File: src/rtl/e1fg_pkg.sv
package e1fg_pkg;

   // Line bits 2..8 of the alignment word, bit 2 at the MSB.
   localparam logic [6:0] ALIGN_TAIL = 7'b0011011;

   // Build the timeslot-0 byte; bit 1 on the line is the returned MSB.
   function automatic logic [7:0] ts0_byte(input logic       is_align,
                                           input logic       first_bit,
                                           input logic       alarm,
                                           input logic [4:0] spare);
      if (is_align)
         return {first_bit, ALIGN_TAIL};
      return {first_bit, 1'b1, alarm, spare};
   endfunction

endpackage

File: src/rtl/e1fg_position.sv
module e1fg_position #(
   parameter int SLOTS = 32,
   parameter int BITS  = 8,
   localparam int SW   = $clog2(SLOTS),
   localparam int BW   = $clog2(BITS)
) (
   input  logic          clk,
   input  logic          rst,
   output logic [BW-1:0] bit_idx,
   output logic [SW-1:0] slot_idx,
   output logic          odd_frame
);

   localparam logic [BW-1:0] BIT_LAST  = BW'(BITS - 1);
   localparam logic [SW-1:0] SLOT_LAST = SW'(SLOTS - 1);

   always_ff @(posedge clk) begin
      if (rst) begin
         bit_idx   <= '0;
         slot_idx  <= '0;
         odd_frame <= 1'b0;
      end else if (bit_idx == BIT_LAST) begin
         bit_idx <= '0;
         if (slot_idx == SLOT_LAST) begin
            slot_idx  <= '0;
            odd_frame <= ~odd_frame;
         end else begin
            slot_idx <= slot_idx + 1'b1;
         end
      end else begin
         bit_idx <= bit_idx + 1'b1;
      end
   end

   // the slot index only moves after the last bit of a slot
   p_slot_hold_r10: assert property (@(posedge clk) disable iff (rst)
      ($past(bit_idx) != BIT_LAST) |-> $stable(slot_idx));

endmodule

File: src/rtl/e1fg_ts0_word.sv
module e1fg_ts0_word #(
   parameter int  BITS          = 8,
   parameter bit  CRC_SELECTABLE = 1'b1,
   localparam int NW            = BITS - 3
) (
   input  logic          is_align,
   input  logic          crc_mode,
   input  logic          crc_bit,
   input  logic          intl_bit,
   input  logic          alarm,
   input  logic [NW-1:0] spare,
   output logic [BITS-1:0] word
);
   import e1fg_pkg::*;

   logic first_bit;

   generate
      if (CRC_SELECTABLE) begin : g_crc_mux
         assign first_bit = crc_mode ? crc_bit : intl_bit;
      end else begin : g_fixed
         logic unused_crc;
         assign unused_crc = crc_mode ^ crc_bit;
         assign first_bit  = intl_bit;
      end
   endgenerate

   assign word = ts0_byte(is_align, first_bit, alarm, spare);

endmodule

File: src/rtl/e1fg_serializer.sv
module e1fg_serializer #(
   parameter int  BITS  = 8,
   parameter int  SLOTS = 32,
   localparam int SW    = $clog2(SLOTS)
) (
   input  logic            clk,
   input  logic            rst,
   input  logic            load,
   input  logic [BITS-1:0] word,
   input  logic [SW-1:0]   slot_idx,
   input  logic            odd_frame,
   output logic            ser_out,
   output logic            frame_stb,
   output logic            slot_stb,
   output logic [SW-1:0]   slot_num,
   output logic            word_is_fas
);

   logic [BITS-2:0] shreg;

   always_ff @(posedge clk) begin
      if (rst) begin
         shreg       <= '0;
         ser_out     <= 1'b0;
         frame_stb   <= 1'b0;
         slot_stb    <= 1'b0;
         slot_num    <= '0;
         word_is_fas <= 1'b0;
      end else begin
         slot_stb  <= load;
         frame_stb <= load && (slot_idx == '0);
         if (load) begin
            ser_out  <= word[BITS-1];
            shreg    <= word[BITS-2:0];
            slot_num <= slot_idx;
            if (slot_idx == '0)
               word_is_fas <= ~odd_frame;
         end else begin
            ser_out <= shreg[BITS-2];
            shreg   <= {shreg[BITS-3:0], 1'b0};
         end
      end
   end

   // a frame strobe is always also a timeslot strobe
   p_frame_on_slot_r8: assert property (@(posedge clk) disable iff (rst)
      frame_stb |-> slot_stb);
   // slot strobe lasts a single cycle
   p_slot_pulse_r9: assert property (@(posedge clk) disable iff (rst)
      slot_stb |=> !slot_stb);
   // slot number only changes at a slot strobe
   p_slot_num_hold_r9: assert property (@(posedge clk) disable iff (rst)
      !slot_stb |-> $stable(slot_num));
   // the kind of timeslot-0 word flips at every frame start
   p_alternate_r2: assert property (@(posedge clk) disable iff (rst)
      frame_stb |-> (word_is_fas != $past(word_is_fas)));

endmodule

File: src/rtl/e1_ts0_framer.sv
module e1_ts0_framer #(
   parameter int  SLOTS          = 32,
   parameter int  BITS           = 8,
   parameter bit  CRC_SELECTABLE = 1'b1,
   localparam int SW             = $clog2(SLOTS),
   localparam int BW             = $clog2(BITS),
   localparam int NW             = BITS - 3
) (
   input  logic            clk,
   input  logic            rst,
   input  logic            crc_mode,
   input  logic            crc_bit,
   input  logic            intl_bit,
   input  logic            remote_alarm,
   input  logic [NW-1:0]   nat_bits,
   input  logic [BITS-1:0] pay_data,
   output logic            pay_load,
   output logic [SW-1:0]   pay_slot,
   output logic            ser_out,
   output logic            frame_stb,
   output logic            slot_stb,
   output logic [SW-1:0]   slot_num,
   output logic            word_is_fas
);

   generate
      if (BITS != 8) begin : g_bad_bits
         $error("e1_ts0_framer: timeslot width must be 8");
      end
      if (SLOTS < 2 || (SLOTS & (SLOTS - 1)) != 0) begin : g_bad_slots
         $error("e1_ts0_framer: slot count must be a power of two");
      end
   endgenerate

   logic [BW-1:0]   bit_idx;
   logic [SW-1:0]   slot_idx;
   logic            odd_frame;
   logic [BITS-1:0] ts0_word;
   logic [BITS-1:0] next_word;

   e1fg_position #(.SLOTS(SLOTS), .BITS(BITS)) u_pos (
      .clk       (clk),
      .rst       (rst),
      .bit_idx   (bit_idx),
      .slot_idx  (slot_idx),
      .odd_frame (odd_frame)
   );

   e1fg_ts0_word #(.BITS(BITS), .CRC_SELECTABLE(CRC_SELECTABLE)) u_ts0 (
      .is_align (~odd_frame),
      .crc_mode (crc_mode),
      .crc_bit  (crc_bit),
      .intl_bit (intl_bit),
      .alarm    (remote_alarm),
      .spare    (nat_bits),
      .word     (ts0_word)
   );

   assign pay_load  = (bit_idx == '0);
   assign pay_slot  = slot_idx;
   assign next_word = (slot_idx == '0) ? ts0_word : pay_data;

   e1fg_serializer #(.BITS(BITS), .SLOTS(SLOTS)) u_ser (
      .clk         (clk),
      .rst         (rst),
      .load        (pay_load),
      .word        (next_word),
      .slot_idx    (slot_idx),
      .odd_frame   (odd_frame),
      .ser_out     (ser_out),
      .frame_stb   (frame_stb),
      .slot_stb    (slot_stb),
      .slot_num    (slot_num),
      .word_is_fas (word_is_fas)
   );

   // line bit 2 of timeslot 0 separates the two words
   p_nfas_bit2_r3: assert property (@(posedge clk) disable iff (rst)
      frame_stb |=> (ser_out == !word_is_fas));
   // first payload bit on the line is the sampled MSB
   p_payload_msb_r7: assert property (@(posedge clk) disable iff (rst)
      (pay_load && pay_slot != '0) |=> (ser_out == $past(pay_data[BITS-1])));
   // frame strobe lines up with timeslot number 0
   p_frame_slot0_r8: assert property (@(posedge clk) disable iff (rst)
      frame_stb |-> (slot_num == '0));

endmodule

File: config.mk
export PLATFORM = sky130hd
export DESIGN_NAME = e1_ts0_framer
export DESIGN_NICKNAME = d
export VERILOG_FILES = /design/src/rtl/e1fg_pkg.sv /design/src/rtl/e1fg_position.sv /design/src/rtl/e1fg_ts0_word.sv /design/src/rtl/e1fg_serializer.sv /design/src/rtl/e1_ts0_framer.sv
export SDC_FILE = /design/constraint.sdc
export NUM_CORES = 1
export LEC_CHECK = 0
export ABC_AREA = 1
export BUFFER_PORTS_ARGS = -buffer_cell sky130_fd_sc_hd__buf_4
export CORE_ASPECT_RATIO = 1.1
export CORE_MARGIN = 1
export CORE_UTILIZATION = 52
export CTS_BUF_LIST = sky130_fd_sc_hd__clkbuf_4
export DETAILED_ROUTE_END_ITERATION = 10
export PLACE_DENSITY = 0.8
export SKIP_CTS_REPAIR_TIMING = 1
export SYNTH_ARGS = -nofsm -noshare
export SYNTH_HDL_FRONTEND = slang
export SYNTH_HIERARCHICAL = 1
export SYNTH_SLANG_ARGS = --single-unit
File: constraint.sdc
create_clock -name clk -period 1.91 [get_ports clk]
set_input_delay 0.191 -clock clk [delete_from_list [all_inputs] [get_ports clk]]
set_output_delay 0.191 -clock clk [all_outputs]
set_load 0.02 [all_outputs]
==> results.json <==
{
  "status": "finished, final reports clean",
  "route.detailed.drc": 0,
  "worstMarginPinSlew_ps": 388.7,
  "antennaDiodeCount": 0,
  "start_kind": "register",
  "yosysMostFrequentCell": "nor2_1",
  "grt_pass1_wl_mm": 4.140,
  "clock_skew_ps": 6.038,
  "max_slew_margin_pct": 74.05,
  "drt_iter0_markers": 30,
  "end_kind": "register",
  "hold_violations": 0,
  "ant_nets": 0,
  "cts_buffers": 3,
  "clock.fmax_mhz": 635.4,
  "syn-num-nets": 181,
  "viasPerCell": 5.023,
  "gr-total-overflow": 0,
  "p_leak_nw": 0.7476,
  "cts-root-buf": "clkbuf_4",
  "cts_tree": "done",
  "synth_cell_types": 21,
  "grt_max_degree": 16,
  "fp.dieW_um": 47.11,
  "timing.setup.tns_ps": 0,
  "start_util_pct": 56.40,
  "core_area_um2": 2063,
  "peakVddDrop_uv": 476.5,
  "pwr_density_cell_nw_per_um2": 718.6,
  "synth-seq-cells": 25,
  "synthCells": 158,
  "dieArea_um2": 2431,
  "io_pins": 34,
  "hp-class": "input pin to register",
  "place_congestion": 0.7155,
  "synthFlopType": "dfxtp_1",
  "grt_usage_pct": 23.91,
  "synth_top_area_share_pct": 43.01,
  "wl_per_cell_um": 11.15,
  "grt_setup_unrepaired": "false",
  "setup_viol": 0,
  "path_clk_slew_ps": 140,
  "fin_crit_ps": 1574,
  "hpwl_mm": 1.841,
  "criticalPathCategory": "register to register",
  "n_fill_cell": 183,
  "critPathMaxFanout": 6,
  "synth_top_cell_by_area": "dfxtp_1",
  "vias": 1105,
  "antenna_found_initial": 0,
  "synth-warning-count": 6,
  "insertion_delay_ps": 330,
  "drtPass1Iterations": 4,
  "synth_seq_area_share_pct": 43.01,
  "die_height_um": 51.62,
  "syn_area_per_cell_um2": 7.365,
  "clk_path_buf_depth": 2,
  "htree_levels": 1,
  "netlist_area_um2": 1164,
  "area_growth_pct": 25.59,
  "place_area_um2": 1431,
  "finalCritPeriodShare_pct": 82.40,
  "fin_nets": 216,
  "final_max_slew_viol_count": 0,
  "num_rows": 17,
  "max_cap_viol_count": 0,
  "drive_above_1_share_pct": 23.96,
  "portBuffers": 33,
  "grt_pass1_vias": 1008,
  "final_area_um2": 1461,
  "routed_wl_mm": 2.452,
  "synth_area_leaders": "dfxtp_1 (43%), nor2_1 (14%), nand2_1 (9.4%)",
  "synth-edff-count": 0,
  "clock-sinks": 25,
  "crit_arrival_ps": 1810,
  "required_ps": 2140,
  "synthTopCellsByCount": "nor2_1 (43), nand2_1 (29), dfxtp_1 (25)",
  "ys_async_sr_fraction_pct": 0
}
==> worst max-delay path: stages, from the launching register on <==
cell and delay, ps:
dfxtp_1 580, ha_1 250, and3_1 170, ha_1 130, nand2_1 70, nand2_1 120
inv_1 50, nand2_1 60, nor2_1 40
==> cells in the final DEF, fill, tap and decap left out, drive strengths merged <==
master	instances
xor2	2
nand3	2
or2	4
ha	4
inv	15
nor2	47
nor3b	1
nand4	8
dfxtp	25
nor3	1
nand2	29
clkinvlp	1
buf	34
and3	2
o21ai	14
clkbuf	3
==> final cells by class <==
type	instances	area, um2	area share (%)
Multi-Input combinational cell	114	584.3	39.98
Timing Repair Buffer	34	255.2	17.47
Inverter	15	56.30	3.853
Tap cell	28	35.03	2.397
Clock inverter	1	7.507	0.5137
Clock buffer	3	22.52	1.541
Sequential cell	25	500.5	34.25
==> through the flow <==
step	total power (W)	setup slack (ps)	hold WS [ps]	instances	util [%]
4_1_cts	0.001062	318.5	27.12	220	70.83
6_report	0.001050	336.2	39.83	220	70.83
2_1_floorplan	0.0007259	279.7	263.4	158	-
5_1_grt	0.001113	147.2	15.03	220	70.83
3_5_place_dp	0.0008156	351.5	397.0	216	69.38
3_3_place_gp	0.0008090	431.9	388.6	216	69.38
==> where the power goes <==
group / total [W] / internal [W] / switching [W]
sequential: 0.000584 / 0.000567 / 0.0000169
combinational: 0.000222 / 0.0000947 / 0.000127
clock: 0.000245 / 0.0000802 / 0.000165
==> worst paths after layout <==
| kind | start | endpoint | slack [ps] | cells past startpoint |
|---|---|---|---|---|
| worst max-delay path | u_pos/slot_idx[0] | u_pos/slot_idx[3] | 340 | 8 |
| worst min-delay path | rst | u_ser/frame_stb | 40 | 2 |
| worst max register to register | u_pos/slot_idx[0] | u_pos/slot_idx[3] | 340 | 8 |
| worst min register to register | u_pos/bit_idx[0] | u_pos/bit_idx[0] | 460 | 1 |
==> metal layers <==
layer | global-route usage (%) | routed length [um] | vias up | part of all wire (%)
li1 | - | - | 566 | -
met1 | 27.57 | 1046 | 507 | 43
met2 | 42.59 | 1278 | 28 | 52
met3 | 3.125 | 93 | 4 | 3.8
met4 | 10.00 | 33 | 0 | 1.3
met5 | 0 | 0 | - | 0
==> kinds of logic (layout without fill, tap and decap cells) <==
family	Yosys count	in the layout	share of synthesized area, %
AND/OR/NAND/NOR	94	94	38.39
XOR/XNOR	2	2	1.506
buffers and inverters	19	53	6.775
AO/OA/AOI/OAI	14	14	6.022
adder cells (fa/ha/maj)	4	4	4.301
flip-flops	25	25	43.01
==> state kept, by name (all words and copies together) (netlist names) <==
register,flops
u_pos/bit_idx,3
u_pos/odd_frame,1
u_pos/slot_idx,5
u_ser/frame_stb,1
u_ser/ser_out,1
u_ser/shreg,7
u_ser/slot_num,5
u_ser/slot_stb,1
u_ser/word_is_fas,1
Note: power is estimated with default switching activity, not from simulation.
